[src/rtl/regpair_pkg.sv]
package regpair_pkg;
  localparam int DW      = 8;
  localparam int HI_BITS = 4;
  localparam int FR_BITS = DW - 1;
  localparam logic [HI_BITS-1:0] HI_RST = '0;
  localparam logic [FR_BITS-1:0] FR_RST = 7'h06;

  typedef enum logic [1:0] {
    SRC_NONE  = 2'd0,
    SRC_BAUD  = 2'd1,
    SRC_FRAME = 2'd2
  } rd_src_e;
endpackage

[src/rtl/regpair_write_dec.sv]
module regpair_write_dec #(
  parameter int DW      = 8,
  parameter int HI_BITS = 4,
  parameter logic [HI_BITS-1:0] HI_RST = '0,
  parameter logic [DW-2:0]      FR_RST = '0
) (
  input  logic               clk,
  input  logic               rst,
  input  logic               wr_hit,
  input  logic [DW-1:0]      wdata,
  output logic [HI_BITS-1:0] hi_q,
  output logic [DW-2:0]      fr_q
);
  localparam int SEL = DW - 1;

  logic ld_hi, ld_fr;
  assign ld_hi = wr_hit & ~wdata[SEL];
  assign ld_fr = wr_hit &  wdata[SEL];

  always_ff @(posedge clk) begin
    if (rst) begin
      hi_q <= HI_RST;
      fr_q <= FR_RST;
    end else begin
      if (ld_hi) hi_q <= wdata[HI_BITS-1:0];
      if (ld_fr) fr_q <= wdata[SEL-1:0];
    end
  end
endmodule

[src/rtl/regpair_rd_track.sv]
module regpair_rd_track (
  input  logic clk,
  input  logic rst,
  input  logic rd_hit,
  output regpair_pkg::rd_src_e src,
  output logic prev_rd
);
  import regpair_pkg::*;

  always_ff @(posedge clk) begin
    if (rst) prev_rd <= 1'b0;
    else     prev_rd <= rd_hit;
  end

  always_comb begin
    if (!rd_hit)     src = SRC_NONE;
    else if (prev_rd) src = SRC_FRAME;
    else              src = SRC_BAUD;
  end
endmodule

[src/rtl/regpair_rd_mux.sv]
module regpair_rd_mux #(
  parameter int DW      = 8,
  parameter int HI_BITS = 4
) (
  input  logic                 clk,
  input  logic                 rst,
  input  regpair_pkg::rd_src_e src,
  input  logic [HI_BITS-1:0]   hi_q,
  input  logic [DW-2:0]        fr_q,
  output logic [DW-1:0]        rdata
);
  import regpair_pkg::*;

  logic [DW-1:0] hi_ext, fr_ext;

  generate
    if (HI_BITS < DW) begin : g_pad
      assign hi_ext = {{(DW-HI_BITS){1'b0}}, hi_q};
    end else begin : g_full
      assign hi_ext = hi_q[DW-1:0];
    end
  endgenerate

  assign fr_ext = {1'b1, fr_q};

  always_ff @(posedge clk) begin
    if (rst) begin
      rdata <= '0;
    end else begin
      unique case (src)
        SRC_BAUD:  rdata <= hi_ext;
        SRC_FRAME: rdata <= fr_ext;
        default:   rdata <= rdata;
      endcase
    end
  end
endmodule

[src/rtl/shared_addr_regpair.sv]
module shared_addr_regpair
  import regpair_pkg::*;
#(
  parameter int DW      = regpair_pkg::DW,
  parameter int HI_BITS = regpair_pkg::HI_BITS
) (
  input  logic               clk,
  input  logic               rst,
  input  logic               cs,
  input  logic               wr_en,
  input  logic               rd_en,
  input  logic [DW-1:0]      wdata,
  output logic [DW-1:0]      rdata,
  output logic [HI_BITS-1:0] baud_hi,
  output logic [DW-2:0]      frame_cfg
);
  logic    wr_hit, rd_hit, prev_rd;
  rd_src_e src;

  // a write in the same cycle wins over a read
  assign wr_hit = cs & wr_en;
  assign rd_hit = cs & rd_en & ~wr_en;

  regpair_write_dec #(
    .DW(DW), .HI_BITS(HI_BITS),
    .HI_RST(HI_RST[HI_BITS-1:0]), .FR_RST(FR_RST[DW-2:0])
  ) u_wr (
    .clk(clk), .rst(rst), .wr_hit(wr_hit), .wdata(wdata),
    .hi_q(baud_hi), .fr_q(frame_cfg)
  );

  regpair_rd_track u_trk (
    .clk(clk), .rst(rst), .rd_hit(rd_hit), .src(src), .prev_rd(prev_rd)
  );

  regpair_rd_mux #(.DW(DW), .HI_BITS(HI_BITS)) u_mux (
    .clk(clk), .rst(rst), .src(src),
    .hi_q(baud_hi), .fr_q(frame_cfg), .rdata(rdata)
  );
endmodule

[config.mk]
export PLATFORM = sky130hd
export DESIGN_NAME = shared_addr_regpair
export DESIGN_NICKNAME = d
export VERILOG_FILES = /design/src/rtl/regpair_pkg.sv /design/src/rtl/regpair_write_dec.sv /design/src/rtl/regpair_rd_track.sv /design/src/rtl/regpair_rd_mux.sv /design/src/rtl/shared_addr_regpair.sv
export SDC_FILE = /design/constraint.sdc
export NUM_CORES = 1
export LEC_CHECK = 0
export ABC_CLOCK_PERIOD_IN_PS = 1100
export BUFFER_PORTS_ARGS = -buffer_cell sky130_fd_sc_hd__buf_2
export CORE_MARGIN = 4
export CORE_UTILIZATION = 45
export CTS_CLUSTER_DIAMETER = 120
export DETAILED_ROUTE_END_ITERATION = 8
export GPL_ROUTABILITY_DRIVEN = 0
export PLACE_DENSITY = 0.76
export REMOVE_ABC_BUFFERS = 1
export SLEW_MARGIN = 5
export SYNTH_ARGS = -nofsm -noshare
export SYNTH_HDL_FRONTEND = slang
export SYNTH_SLANG_ARGS = --single-unit
[constraint.sdc]
create_clock -name clk -period 1.1 [get_ports clk]
set_input_delay 0.055 -clock clk [delete_from_list [all_inputs] [get_ports clk]]
set_output_delay 0.055 -clock clk [all_outputs]
set_load 0.01 [all_outputs]
==> results.py <==
metrics = {
    "outcome": {
        "outcome": "finished clean",
    },
    "setup_path": {
        "cp-end-kind": "register",
        "path_max_fanout": 5,
        "cpMaxStageDelayCell": "dfxtp_1",
        "r2r_slack_ns": 0.12,
        "crit_chain": "mux2i_1 > a211oi_2",
        "cp.required_ns": 1.28,
        "cp_slowest_stage_delay_ns": 0.50,
        "crit_path_start": "u_trk.prev_rd",
        "cp-endpoint": "u_mux.rdata[3]",
        "arrival_ns": 1.16,
        "timing.rr.end": "u_mux.rdata[3]",
        "r2r_start": "u_trk.prev_rd",
        "rr_worst_depth": 2,
        "cp-start-kind": "register",
        "path_class": "reg -> reg",
    },
    "sta": {
        "fin_setup_tns_ns": 0,
        "relSlewSlack_pct": 73.9,
        "setup-violations-final": 0,
        "hold_viol": 0,
        "worst_slack_ns": 0.117,
        "rsz0062_at_grt": "no",
        "period_needed_ns": 0.983,
        "final_max_slew_viol_count": 0,
        "skew_ns": 0.00871,
        "tightest_slew_ns": 0.391,
        "min_period_over_period_pct": 89.4,
        "fmax_ghz": 1.02,
    },
    "finish": {
        "final_common_cell": "buf_2",
        "fillCellCount": 137,
        "final_cell_area_mm2": 0.00102,
        "layout-drive-gt1-share_pct": 32.0,
        "area_growth_pct": 33.8,
        "final_core_util_pct": 65.4,
        "antenna_cells": 0,
        "final_nets": 136,
        "final_cell_mix": "buf_2 (31), dfxtp_1 (20), nand2_1 (15), nor2_1 (11), a21oi_1 (9)",
    },
    "hold_path": {
        "hold_path_depth": 3,
        "min_path_type": "in -> reg",
    },
    "cts": {
        "cts-htree-levels": 1,
        "cts.sink_count": 20,
        "post_cts.repair.setup_buffers": 0,
        "hold_buffers": 6,
        "root_buffer": "clkbuf_4",
        "clk_pin_slew_worst_paths_ns": 0.11,
        "cts_resized": 0,
        "clockBufferDepth": 2,
        "cts_made_buffers": 3,
        "cts_tree": "built",
        "clk_latency_ns": 0.29,
    },
    "pwr": {
        "p_clk_share_pct": 31.1,
        "powerDensity_mw_per_mm2": 1300,
        "p_seq_share_pct": 57.7,
        "power.leakage_nw": 0.466,
        "intPower_mw": 1.02,
        "switchingPower_mw": 0.303,
        "p_total_mw": 1.32,
        "swShare_pct": 22.9,
        "ir_drop_mv": 1.07,
        "p_comb_share_pct": 11.2,
    },
    "floorplan": {
        "ioPinCount": 32,
        "core_mm2": 0.00156,
        "die_area_mm2": 0.00242,
        "rows": 14,
        "die_w_um": 49.2,
        "start_util_pct": 48.9,
        "die_h_um": 49.2,
    },
    "detailed_routing": {
        "vias": 696,
        "routed_wl_mm": 1.71,
        "via_per_inst": 5.04,
        "drt-initial-drc-count": 17,
        "antenna_left": 0,
        "drc_errors": 0,
        "wl_per_cell_um": 12.4,
        "drt-pass1-iter-count": 4,
    },
    "placed_design": {
        "portBuffers": 31,
        "dp_hpwl_mm": 1.21,
        "pre_cts_ws_ns": 0.122,
        "placed_area_um2": 923,
    },
    "job": {
        "maxCapViolCount": 0,
    },
    "global_routing": {
        "grt_max_degree": 23,
        "grt_pass1_vias": 636,
        "grt_pass1_wl_mm": 2.84,
        "grt_antenna_before_repair": 0,
        "grt_overflow": 0,
        "track_usage_pct": 14.8,
    },
    "yosys": {
        "ys_seq_elements": 20,
        "synth.yosys.seq_area_share_pct": 52.5,
        "syn_avg_cell_area_um2": 9.07,
        "synth_cells": 84,
        "yosys_warnings": 0,
        "netlist_area_um2": 762,
        "synthDistinctLibCells": 16,
    },
}
-- kinds of logic after synthesis --
logic type             share of synthesized area, %
buffers and inverters                          3.78
DFF                                            52.5
and+or+nand+nor                                22.0
muxes                                          10.5
AOI/OAI and AO/OA                              11.2
-- worst min path at each step --
stage                           endpoint     start
after floorplan           u_mux.rdata[2]       rst
after global placement      u_wr.fr_q[1]  wdata[1]
after detailed placement    u_wr.fr_q[1]  wdata[1]
after CTS                   u_wr.fr_q[2]  wdata[2]
after global routing        u_wr.fr_q[2]  wdata[2]
final                       u_wr.fr_q[2]  wdata[2]
-- power groups by stage --
stage          Clock [mW]  Combinational [mW]  Sequential (mW)
4_1_cts             0.425               0.148            0.762
5_1_grt             0.454               0.163            0.766
6_report            0.411               0.148            0.762
2_1_floorplan           0              0.0492            0.787
3_5_place_dp            0               0.131            0.779
3_3_place_gp            0               0.129            0.778
-- per-stage QoR --
stage               hold slack [ns]  instances
finish                     0.000334        138
global route                 0.0367        138
CTS                         0.00225        138
detailed placement            0.302        128
global placement              0.285        128
floorplan                     0.120         79
-- synthesized netlist by cell type --
cell	number	share of area, %
nor3_1	4	2.6
and3b_1	1	1.1
a211oi_1	2	2.0
mux2i_1	8	11
nor2_1	11	5.4
dfxtp_1	20	53
nand2_1	15	7.4
buf_1	1	0.49
nand3b_1	2	2.0
a211oi_2	2	3.3
a21oi_1	9	5.9
buf_6	1	1.5
clkbuf_1	1	0.49
and3_1	1	0.82
buf_2	2	1.3
nand3_1	4	2.6
-- metal layers --
metal	vias up	track usage, %	share of wire (%)
li1	368	-	-
met3	0	3.67	8.5
met2	30	21.9	45
met5	-	0	0
met4	0	5.69	0
met1	298	20.5	46
-- worst max-delay path, delay by kind of cell, from the launching register on --
family         cells  cell delay [ns]
multiplexers       1             0.29
flip-flops         1             0.50
AO/OA/AOI/OAI      1             0.10
-- sequential cells by signal, summed over array words and instances, names as in the netlist --
signal         cells
u_mux.rdata        8
u_wr.fr_q          7
u_wr.hi_q          4
u_trk.prev_rd      1
-- cell type report --
class                      count  area, um2  area share [%]
tap                           16       20.0            1.96
sequential                    20        400            39.3
clock buffer                   4       36.3            3.56
timing repair buffer          39        230            22.6
multi-input combinational     59        333            32.6
(Power assumes the default switching activity.)
